File: src/rtl/pkt_pkg.sv
package pkt_pkg;

  typedef enum logic [1:0] {S_IDLE, S_PKT, S_BUSY, S_DATA} state_e;

  typedef enum logic [2:0] {
    AF_RESET, AF_SETF, AF_ABORT, AF_EVAL, AF_CHUNK, AF_DONE
  } after_e;

  localparam logic [2:0] RS_DATA  = 3'd0;
  localparam logic [2:0] RS_FEAT  = 3'd1;
  localparam logic [2:0] RS_COUNT = 3'd2;
  localparam logic [2:0] RS_BCLO  = 3'd3;
  localparam logic [2:0] RS_BCHI  = 3'd4;
  localparam logic [2:0] RS_DEV   = 3'd5;
  localparam logic [2:0] RS_CMD   = 3'd6;
  localparam logic [2:0] RS_ALT   = 3'd7;

  localparam logic [7:0] STS_READY = 8'h50;
  localparam logic [7:0] STS_DRQ   = 8'h58;
  localparam logic [7:0] STS_BSY   = 8'hD0;
  localparam logic [7:0] STS_FAIL  = 8'h51;

  localparam logic [7:0] OP_PACKET  = 8'hA0;
  localparam logic [7:0] OP_DEVRST  = 8'h08;
  localparam logic [7:0] OP_SETFEAT = 8'hEF;
  localparam logic [7:0] OP_INQUIRY = 8'h11;
  localparam logic [7:0] FEAT_MODE  = 8'h03;

  localparam logic [7:0] ERR_DEFAULT = 8'h01;
  localparam logic [7:0] ERR_ABORT   = 8'h04;
  localparam logic [7:0] ERR_PKT     = 8'h54;

  localparam logic [7:0] IR_CMD  = 8'h01;
  localparam logic [7:0] IR_DATA = 8'h02;
  localparam logic [7:0] IR_DONE = 8'h03;

  localparam logic [7:0] BC_LO_DEFAULT = 8'h14;
  localparam logic [7:0] BC_HI_DEFAULT = 8'hEB;

endpackage

File: src/rtl/pkt_busy_timer.sv
module pkt_busy_timer #(
  parameter int CYCLES = 4
) (
  input  logic clk,
  input  logic rst,
  input  logic active,
  output logic expired
);
  localparam int CNT_W = (CYCLES > 1) ? $clog2(CYCLES + 1) : 1;
  localparam logic [CNT_W-1:0] RELOAD = CNT_W'(CYCLES - 1);

  logic [CNT_W-1:0] cnt_q;

  // Reload while idle, count down while the owner sits in a busy phase.
  always_ff @(posedge clk) begin
    if (rst || !active) cnt_q <= RELOAD;
    else if (cnt_q != '0) cnt_q <= cnt_q - 1'b1;
  end

  assign expired = active && (cnt_q == '0);

  AST_TIMER_BOUND: assert property (@(posedge clk) disable iff (rst)
    active |-> (cnt_q <= RELOAD));
endmodule

File: src/rtl/pkt_cmd_buf.sv
module pkt_cmd_buf #(
  parameter int WORDS = 6,
  parameter int IDX_W = 3
) (
  input  logic             clk,
  input  logic             we,
  input  logic [IDX_W-1:0] waddr,
  input  logic [15:0]      wdata,
  output logic [7:0]       opcode,
  output logic [7:0]       alloc_len
);
  logic [15:0] mem [WORDS];

  always_ff @(posedge clk) begin
    if (we) mem[waddr] <= wdata;
  end

  assign opcode    = mem[0][7:0];
  assign alloc_len = mem[2][7:0];
endmodule

File: src/rtl/pkt_id_rom.sv
module pkt_id_rom #(
  parameter int NBYTES = 12,
  parameter int PTR_W  = 4
) (
  input  logic [PTR_W-1:0] byte_addr,
  output logic [15:0]      word
);
  function automatic logic [7:0] id_byte(input int idx);
    logic [7:0] b;
    case (idx)
      0:  b = 8'h05;
      1:  b = 8'h80;
      2:  b = 8'h00;
      3:  b = 8'h32;
      4:  b = 8'h1F;
      5:  b = 8'h00;
      6:  b = 8'h00;
      7:  b = 8'h00;
      8:  b = 8'h50;
      9:  b = 8'h4B;
      10: b = 8'h54;
      11: b = 8'h31;
      default: b = 8'h00;
    endcase
    if (idx >= NBYTES) b = 8'h00;
    return b;
  endfunction

  always_comb begin
    word = {id_byte(int'(byte_addr) + 1), id_byte(int'(byte_addr))};
  end
endmodule

File: src/rtl/pkt_engine.sv
module pkt_engine
  import pkt_pkg::*;
#(
  parameter int BUSY_CYCLES = 4,
  parameter int RESP_BYTES  = 12,
  parameter int PKT_WORDS   = 6
) (
  input  logic        clk,
  input  logic        rst,
  input  logic [2:0]  reg_sel,
  input  logic        wr_en,
  input  logic        rd_en,
  input  logic [15:0] wdata,
  output logic [15:0] rdata,
  output logic        irq,
  output logic [7:0]  xfer_mode
);
  localparam int IDX_W = (PKT_WORDS > 1) ? $clog2(PKT_WORDS) : 1;
  localparam int REM_W = $clog2(RESP_BYTES + 1);
  localparam int PTR_W = $clog2(RESP_BYTES + 2);
  localparam logic [IDX_W-1:0] LAST_IDX = IDX_W'(PKT_WORDS - 1);

  state_e            state_q;
  after_e            after_q;
  logic [7:0]        status_q, err_q, feat_q, count_q, bclo_q, bchi_q, dev_q, xfer_q;
  logic              irq_q;
  logic [15:0]       rdata_q;
  logic [IDX_W-1:0]  pkt_idx_q;
  logic [PTR_W-1:0]  ptr_q;
  logic [REM_W-1:0]  rem_q;
  logic [15:0]       words_left_q;
  logic [15:0]       lim_q;

  logic              busy_done;
  logic              pkt_we;
  logic [7:0]        opcode, alloc_len;
  logic [15:0]       rom_word;
  logic [REM_W-1:0]  alloc_cap, rem_dec, next_rem;
  logic [15:0]       lim_eff, rem16, chunk16, words16;
  logic              wr_ok;

  assign wr_ok  = wr_en && !status_q[7];
  assign pkt_we = wr_ok && (reg_sel == RS_DATA) && (state_q == S_PKT);

  pkt_busy_timer #(.CYCLES(BUSY_CYCLES)) u_timer (
    .clk(clk), .rst(rst), .active(state_q == S_BUSY), .expired(busy_done)
  );

  pkt_cmd_buf #(.WORDS(PKT_WORDS), .IDX_W(IDX_W)) u_cmdbuf (
    .clk(clk), .we(pkt_we), .waddr(pkt_idx_q), .wdata(wdata),
    .opcode(opcode), .alloc_len(alloc_len)
  );

  pkt_id_rom #(.NBYTES(RESP_BYTES), .PTR_W(PTR_W)) u_rom (
    .byte_addr(ptr_q), .word(rom_word)
  );

  // Piece sizing: bytes still owed, capped by the latched host limit.
  always_comb begin
    alloc_cap = (alloc_len > 8'(RESP_BYTES)) ? REM_W'(RESP_BYTES) : REM_W'(alloc_len);
    rem_dec   = (rem_q > REM_W'(2)) ? (rem_q - REM_W'(2)) : '0;
    next_rem  = (after_q == AF_EVAL) ? alloc_cap : rem_q;
    lim_eff   = (lim_q == 16'h0000) ? 16'hFFFF : lim_q;
    rem16     = 16'(next_rem);
    chunk16   = (rem16 < lim_eff) ? rem16 : lim_eff;
    words16   = (chunk16 + 16'd1) >> 1;
  end

  always_ff @(posedge clk) begin
    if (rst) begin
      state_q      <= S_IDLE;
      after_q      <= AF_DONE;
      status_q     <= STS_READY;
      err_q        <= ERR_DEFAULT;
      feat_q       <= 8'h00;
      count_q      <= IR_CMD;
      bclo_q       <= BC_LO_DEFAULT;
      bchi_q       <= BC_HI_DEFAULT;
      dev_q        <= 8'h00;
      xfer_q       <= 8'h00;
      irq_q        <= 1'b0;
      rdata_q      <= 16'h0000;
      pkt_idx_q    <= '0;
      ptr_q        <= '0;
      rem_q        <= '0;
      words_left_q <= 16'h0000;
      lim_q        <= 16'h0000;
    end else begin
      // Host reads
      if (rd_en) begin
        case (reg_sel)
          RS_DATA:  rdata_q <= (state_q == S_DATA) ? rom_word : 16'hFFFF;
          RS_FEAT:  rdata_q <= {8'h00, err_q};
          RS_COUNT: rdata_q <= {8'h00, count_q};
          RS_BCLO:  rdata_q <= {8'h00, bclo_q};
          RS_BCHI:  rdata_q <= {8'h00, bchi_q};
          RS_DEV:   rdata_q <= {8'h00, dev_q};
          RS_CMD: begin
            rdata_q <= {8'h00, status_q};
            irq_q   <= 1'b0;
          end
          default:  rdata_q <= {8'h00, status_q};
        endcase
      end

      // Response word consumed
      if (rd_en && (reg_sel == RS_DATA) && (state_q == S_DATA)) begin
        ptr_q        <= ptr_q + PTR_W'(2);
        rem_q        <= rem_dec;
        words_left_q <= words_left_q - 16'd1;
        if (words_left_q == 16'd1) begin
          state_q  <= S_BUSY;
          status_q <= STS_BSY;
          after_q  <= (rem_dec == '0) ? AF_DONE : AF_CHUNK;
        end
      end

      // Host writes, dropped while busy
      if (wr_ok) begin
        case (reg_sel)
          RS_DATA: begin
            if (state_q == S_PKT) begin
              pkt_idx_q <= pkt_idx_q + 1'b1;
              if (pkt_idx_q == LAST_IDX) begin
                state_q  <= S_BUSY;
                status_q <= STS_BSY;
                after_q  <= AF_EVAL;
              end
            end
          end
          RS_FEAT:  feat_q  <= wdata[7:0];
          RS_COUNT: count_q <= wdata[7:0];
          RS_BCLO:  bclo_q  <= wdata[7:0];
          RS_BCHI:  bchi_q  <= wdata[7:0];
          RS_DEV:   dev_q   <= wdata[7:0];
          RS_CMD: begin
            if (state_q == S_IDLE) begin
              case (wdata[7:0])
                OP_PACKET: begin
                  state_q   <= S_PKT;
                  status_q  <= STS_DRQ;
                  count_q   <= IR_CMD;
                  err_q     <= 8'h00;
                  pkt_idx_q <= '0;
                  lim_q     <= {bchi_q, bclo_q};
                  irq_q     <= 1'b1;
                end
                OP_DEVRST: begin
                  state_q  <= S_BUSY;
                  status_q <= STS_BSY;
                  after_q  <= AF_RESET;
                end
                OP_SETFEAT: begin
                  state_q  <= S_BUSY;
                  status_q <= STS_BSY;
                  after_q  <= (feat_q == FEAT_MODE) ? AF_SETF : AF_ABORT;
                end
                default: begin
                  state_q  <= S_BUSY;
                  status_q <= STS_BSY;
                  after_q  <= AF_ABORT;
                end
              endcase
            end
          end
          default: ;
        endcase
      end

      // End of a busy phase
      if (busy_done) begin
        case (after_q)
          AF_RESET: begin
            state_q  <= S_IDLE;
            status_q <= STS_READY;
            err_q    <= ERR_DEFAULT;
            feat_q   <= 8'h00;
            count_q  <= IR_CMD;
            bclo_q   <= BC_LO_DEFAULT;
            bchi_q   <= BC_HI_DEFAULT;
            dev_q    <= 8'h00;
            xfer_q   <= 8'h00;
            irq_q    <= 1'b1;
          end
          AF_SETF: begin
            state_q  <= S_IDLE;
            status_q <= STS_READY;
            err_q    <= 8'h00;
            xfer_q   <= count_q;
            irq_q    <= 1'b1;
          end
          AF_EVAL, AF_CHUNK: begin
            if ((after_q == AF_EVAL) && (opcode != OP_INQUIRY)) begin
              state_q  <= S_IDLE;
              status_q <= STS_FAIL;
              err_q    <= ERR_PKT;
              count_q  <= IR_DONE;
              irq_q    <= 1'b1;
            end else if (next_rem == '0) begin
              state_q  <= S_IDLE;
              status_q <= STS_READY;
              count_q  <= IR_DONE;
              irq_q    <= 1'b1;
            end else begin
              if (after_q == AF_EVAL) begin
                ptr_q <= '0;
                rem_q <= alloc_cap;
              end
              state_q      <= S_DATA;
              status_q     <= STS_DRQ;
              count_q      <= IR_DATA;
              bclo_q       <= chunk16[7:0];
              bchi_q       <= chunk16[15:8];
              words_left_q <= words16;
              irq_q        <= 1'b1;
            end
          end
          AF_DONE: begin
            state_q  <= S_IDLE;
            status_q <= STS_READY;
            count_q  <= IR_DONE;
            irq_q    <= 1'b1;
          end
          default: begin
            state_q  <= S_IDLE;
            status_q <= STS_FAIL;
            err_q    <= ERR_ABORT;
            irq_q    <= 1'b1;
          end
        endcase
      end
    end
  end

  assign rdata     = rdata_q;
  assign irq       = irq_q;
  assign xfer_mode = xfer_q;

  AST_PKT_ACCEPT: assert property (@(posedge clk) disable iff (rst)
    (state_q == S_IDLE && wr_en && reg_sel == RS_CMD && wdata[7:0] == OP_PACKET)
      |=> (status_q == STS_DRQ && irq_q));

  AST_BUSY_HOLD: assert property (@(posedge clk) disable iff (rst)
    (state_q == S_BUSY && !busy_done) |=> (state_q == S_BUSY && status_q == STS_BSY));

  AST_PIECE_LIVE: assert property (@(posedge clk) disable iff (rst)
    (state_q == S_DATA) |-> (words_left_q != 16'd0 && rem_q != '0));

  AST_IRQ_ACK: assert property (@(posedge clk) disable iff (rst)
    (state_q == S_IDLE && rd_en && !wr_en && reg_sel == RS_CMD) |=> !irq_q);

  AST_DATA_IDLE: assert property (@(posedge clk) disable iff (rst)
    (rd_en && reg_sel == RS_DATA && state_q != S_DATA)
      |=> (rdata_q == 16'hFFFF && $stable(ptr_q)));

  AST_BUSY_WR_DROP: assert property (@(posedge clk) disable iff (rst)
    (status_q[7] && !busy_done && wr_en && reg_sel == RS_COUNT) |=> $stable(count_q));
endmodule

File: config.mk
export PLATFORM = sky130hd
export DESIGN_NAME = pkt_engine
export DESIGN_NICKNAME = d
export VERILOG_FILES = /design/src/rtl/pkt_pkg.sv /design/src/rtl/pkt_busy_timer.sv /design/src/rtl/pkt_cmd_buf.sv /design/src/rtl/pkt_id_rom.sv /design/src/rtl/pkt_engine.sv
export SDC_FILE = /design/constraint.sdc
export NUM_CORES = 1
export LEC_CHECK = 0
export BUFFER_PORTS_ARGS = -buffer_cell sky130_fd_sc_hd__buf_2
export CAP_MARGIN = 0
export CORE_MARGIN = 5
export CORE_UTILIZATION = 55
export DETAILED_ROUTE_END_ITERATION = 8
export PLACE_DENSITY = 0.73
export SETUP_SLACK_MARGIN = 0.4
export SLEW_MARGIN = 0
export SYNTH_ARGS = -nofsm -noshare
export SYNTH_HDL_FRONTEND = slang
export SYNTH_SLANG_ARGS = --single-unit
File: constraint.sdc
create_clock -name clk -period 3.7 [get_ports clk]
set_clock_uncertainty 0.1 [all_clocks]
set_input_delay 0.37 -clock clk [delete_from_list [all_inputs] [get_ports clk]]
set_output_delay 0.37 -clock clk [all_outputs]
set_load 0.02 [all_outputs]
Word level (Yosys, flattened, before mapping)
Memories as Yosys holds them, arrays and structs flattened. A register that Yosys moved wholly into a read port is not among the register bits.
Index checks and enable logic that the tools add are counted.
{"block": "op_classes", "n_eq_ne": 23, "magnitude_cmp": 5, "addsub": 7, "n_mux": 111, "reduce_logical": 26}
{"op": "8-bit two-way mux", "n": 39}
{"op": "16-bit two-way mux", "n": 8}
{"op": "16-bit case mux with 6 select lines", "n": 1}
{"op": "8-bit case mux with 2 select lines", "n": 5}
{"op": "4-bit two-way mux", "n": 18}
{"op": "32-bit by 5-bit >= comparator with 1-bit output (second input constant)", "n": 1}
{"op": "8-bit case mux with 4 select lines", "n": 1}
{"op": "28-bit zero test", "n": 1}
{"op": "3-bit two-way mux", "n": 9}
{"op": "2-bit two-way mux", "n": 12}
{"op": "8-bit case mux with 3 select lines", "n": 1}
{"op": "3-bit == test (second input constant)", "n": 6}
{"op": "16-bit by 1-bit adder with 16-bit output (second input constant)", "n": 1}
{"op": "16-bit by 1-bit == test with 1-bit output (second input constant)", "n": 1}
{"op": "8-bit == test (second input constant)", "n": 2}
{"op": "16-bit zero test", "n": 1}
{"op": "4-bit by 16-bit less-than comparator with 1-bit output", "n": 1}
{"op": "16-bit by 1-bit subtractor with 16-bit output (second input constant)", "n": 1}
{"op": "1-bit two-way mux", "n": 12}
{"op": "3-bit case mux with 2 select lines", "n": 2}
{"op": "3-bit by 2-bit == test with 1-bit output (second input constant)", "n": 3}
{"op": "3-bit zero test", "n": 3}
{"op": "3-bit case mux with 3 select lines", "n": 1}
{"op": "8-bit by 2-bit == test with 1-bit output (second input constant)", "n": 1}
{"op": "other kinds (29)", "n": 41}
{"block": "totals", "regBits": 132, "out_inout_bits": 25, "ram_bits": 96, "word_cells": 193, "input_bits": 23, "memories": 3, "romBits": 256}
{"name": "(no name shown)", "words": 16, "width": 8, "rd": 1, "rd_clocked_by_memory_dff": 0, "write_ports": 0, "line": "pkt_id_rom.sv:10", "source": "case (idx)"}
{"name": "(no name shown)", "words": 16, "width": 8, "rd": 1, "rd_clocked_by_memory_dff": 1, "write_ports": 0, "line": "pkt_id_rom.sv:10"}
{"name": "u_cmdbuf.mem", "words": 6, "width": 16, "rd": 2, "rd_clocked_by_memory_dff": 0, "write_ports": 1, "line": "pkt_cmd_buf.sv:12", "source": "logic [15:0] mem [WORDS];"}

Depth between registers and ports, before layout
An unclocked memory read counts as a cell.
{"block": "depth", "word_depth": 11, "depth_mapped": 15, "ltp_nobuf": 13}

Cells and area by module
From an unflattened synthesis, not the netlist that was laid out.
{"block": "hier_totals", "cells_unflattened": 863, "hier_area_um2": 7413.4}
{"mod": "pkt_engine", "area_each_um2": 6389.9, "n_inst": 1, "seq_area_each_um2": 2562.5, "cells_per_inst": 773}
{"mod": "pkt_cmd_buf", "area_each_um2": 508.0, "n_inst": 1, "seq_area_each_um2": 480.5, "cells_per_inst": 18}
{"mod": "pkt_id_rom", "area_each_um2": 341.6, "n_inst": 1, "seq_area_each_um2": 0.0, "cells_per_inst": 55}
{"mod": "pkt_busy_timer", "area_each_um2": 173.9, "n_inst": 1, "seq_area_each_um2": 60.1, "cells_per_inst": 17}

Worst setup path after synthesis
OpenSTA, ideal clock, no wires.
{"block": "synth_path", "path_type": "register to register", "start": "memory u_cmdbuf.mem[2][7]", "end": "register words_left_q[1]", "setup_time_ps": 74, "period_less_slack_ps": 3248, "arrival_ps": 3074, "slack_ps": 452, "required_ps": 3526, "path_buffers": 0, "stages_incl_launch_ff": 13, "path_cell_list": "edfxtp_1 > or4_1 > nor2_1 > o21ai_0 > ha_1 > a21o_1 > a21oi_1 > nor2_1 > or2_1 > o21a_1 > ha_1 > or3_1 > a31oi_1"}
{"item": "start: declaration", "line": "pkt_cmd_buf.sv:12"}
{"item": "end signal: assignment", "line": "pkt_engine.sv:110", "source": "words_left_q <= words_left_q - 16'd1;"}
{"item": "end signal: assignment", "line": "pkt_engine.sv:214", "source": "words_left_q <= words16;"}
{"item": "end: declaration", "line": "pkt_engine.sv:31", "source": "logic [15:0] words_left_q;"}

==> results.md <==
- Yosys warning total: 0
- Period utilisation layout: 89.46%
- H-tree levels: 4
- Highest clock rate: 302.1 MHz
- Global-route wire length before repair: 34,960 um
- Slew headroom: 40.77%
- Post-Place Cell Area: 7924 um2
- Clk Latency, worst-skew pair: 0.44 ns
- Share of cells above drive strength 1: 16.40%
- Synth Cell Area: 7505 um2
- Fillers: 1,097
- Post-synth EDFFs: 16
- Sequential share of power: 47.4%
- Post-synth top flop: dfxtp_1
- Worst path slowest cell: or4_4
- Initial core utilization: 56.45%
- CP Launch Type: flop
- Crit path depth: 13
- P_int: 2775 uW
- WL per Instance: 19.67 um
- Min Tclk post-route: 3.310 ns
- Vias in the first global route: 6,746
- Worst Path Arrival: 3.57 ns
- Detailed Route WL: 21,820 um
- WHS Path Cells: 1
- Final setup vio count: 0
- Worst Path Max Fanout: 7
- Most frequent cell after synthesis: dfxtp_1
- Global route total overflow: 0
- Worst path cell trace: or4_4 > nor2_4 > o21ai_2 > ha_1 > a21o_1 > a21oi_4 > nor2_4 > o21ai_1 > o21a_1 > ha_2 > inv_1 > nor4_2 > o2bb2ai_1
- Syn Nets: 908
- Max Slew Vio Count: 0
- Synthesis-stage register bit count: 156
- Post-DRT Antenna Nets: 0
- Placed insts: 1,065
- Area Overhead vs Synth: 15.84%
- Unique masters post-synth: 74
- Total negative slack: 0 ns
- Pre-antenna DRT Iters: 6
- Ports: 48
- Root Driver: clkbuf_16
- Final hold viol count: 0
- Combinational power share: 5.8%
- Critical Path RT: 3.96 ns
- GRT Overall Usage: 27.32%
- Final Wtd Congestion: 0.9512
- Non-filler instance count after layout: 1,109
- P_sw: 904.3 uW
- # nets final: 955
- Static Leak: 0.003247 uW
- Worst-path clk slew: 0.06 ns
- Post-synth top area share: 37.35%
- Synth top cells by count: 140 x dfxtp_1, 104 x nand2_1, 89 x nor2_1
- Worst R2R Path Depth: 13
- Rows: 42
- Cts bufs inserted: 17
- Most used cell, CP: nor2_4
- Buffers and inverters on the worst path: 1
- Clock share of power: 46.9%
- Worst hold path class: input pin to flop
- Asr flop ratio synth: 0%
- Post-DP HPWL: 15,080 um
- DIE HEIGHT: 126.8 um
- Worst-Margin Slew: 0.8831 ns
- Worst Setup Path Type: flop to flop
- Bufs on Longest Clock Path: 2
- Worst path max stage delay: 0.60 ns
- Post-CTS Hold Buffers: 0
- Maximum capacitance violations: 0
- Ant diodes: 0
- Clock Sinks: 156
- Post-Syn Instances: 873
- Run status: finished, final reports clean
- Crit path capture type: flop
- Largest net degree at the start of global routing: 37
- Drt via density: 6.335
- Register area share after synthesis: 43.75%
- Residual DRC: 0
- Core area: 13,300 um2
- CP delay by family, top: simple AND/OR/NAND/NOR gates
- Via count: 7,025
- Synth area leader: dfxtp_1
- Full die area: 16,080 um2
- Max VDD drop: 0.3491 mV
- Initial antenna violation count: 0
- Power Dens Cells: 423.2 nW/um2
- Dominant cells by area after synthesis: dfxtp_1 37%, edfxtp_1 6.4%, nand2_1 5.2%
- Reg2Reg Setup Slack: 0.39 ns
- CTS tree: done
- Die X: 126.8 um
- Final instance area: 8693 um2
- Port bufs: 39
- Avg Inst Size Synth: 8.596 um2
- Total design power: 3679 uW
- RSZ-0062 raised after global routing: true
- DR iter-0 viols: 744
- Sw Share: 24.58%
[routing by layer]
| layer | wire length [um] | GRT usage [%] | up-vias |
|---|---|---|---|
| li1 | - | - | 3262 |
| met1 | 8900 | 34.04 | 3349 |
| met2 | 10210 | 44.18 | 340 |
| met3 | 1649 | 6.515 | 74 |
| met4 | 1052 | 13.94 | 0 |
| met5 | 0 | 0 | - |
[sequential cells by signal, summed over array words and instances, names as in the netlist, named ones only]
name	flops
feat_q	8
count_q	8
pkt_idx_q	3
status_q	8
err_q	8
u_cmdbuf.mem	16
bclo_q	8
state_q	2
after_q	3
irq	1
rem_q	4
u_timer.cnt_q	3
words_left_q	16
ptr_q	4
rdata	16
bchi_q	8
lim_q	16
xfer_mode	8
dev_q	8
[area by class of cell]
class	count	area [um2]	share of cell area (%)
Clock buffer	20	456.7	5.253
Clock inverter	12	125.1	1.439
Inverter	20	75.07	0.8636
Sequential cell	156	3283	37.77
Timing Repair Buffer	77	480.5	5.527
Multi-Input combinational cell	648	4053	46.62
Tap cell	176	220.2	2.533
[kinds of logic (layout without fill, tap and decap cells)]
family	count (synthesis)	in the layout	synth area share, %
buffers and inverters	69	129	3.618
flip-flops	156	156	43.75
XOR/XNOR	22	22	2.567
multiplexers	45	45	6.202
adder cells (fa/ha/maj)	12	12	2.001
AND/OR/NAND/NOR	353	353	23.57
AO/OA/AOI/OAI	216	216	18.29
[metrics by stage]
step | hold WS [ns] | utilization, % | worst slack [ns]
2_1_floorplan | 0.3116 | - | 0.4523
3_3_place_gp | 0.3247 | 59.60 | 0.2235
3_5_place_dp | 0.3386 | 59.60 | 0.1024
4_1_cts | 0.2109 | 64.69 | 0.4029
5_1_grt | 0.2111 | 65.39 | 0.2517
6_report | 0.2280 | 65.39 | 0.3898
[power by group through the flow]
stage,clock network (uW),logic [uW],registers [uW]
2_1_floorplan,0,121,1790
3_3_place_gp,0,203,1780
3_5_place_dp,0,205,1780
4_1_cts,1740,208,1740
5_1_grt,1820,226,1740
6_report,1720,212,1740
[final timing paths]
| path | startpoint | end |
|---|---|---|
| min | wdata[1] | u_cmdbuf.mem[0][1] |
| max reg2reg | u_cmdbuf.mem[2][7] | words_left_q[3] |
| max | u_cmdbuf.mem[2][7] | words_left_q[3] |
| min reg2reg | xfer_mode[1] | xfer_mode[1] |
[repair_timing]
item                       4_1_cts  5_1_grt
gates resized for setup         12       10
pin swaps                        7       10
setup endpoints to repair        3        3
setup buffers                    7        5
[cells in the final DEF, fill, tap and decap left out, drive strengths merged, types with 12 or more instances in the layout]
cell type	n
clkbuf	20
mux2i	33
nor4	19
nor2b	12
nand2	104
ha	12
a22oi	12
mux2	12
xnor2	12
a211oi	13
dfxtp	140
nor2	89
edfxtp	16
buf	77
inv	25
nand3	25
nor3	31
a21oi	70
o21ai	46
No activity file was read; power rests on OpenSTA's default activity.
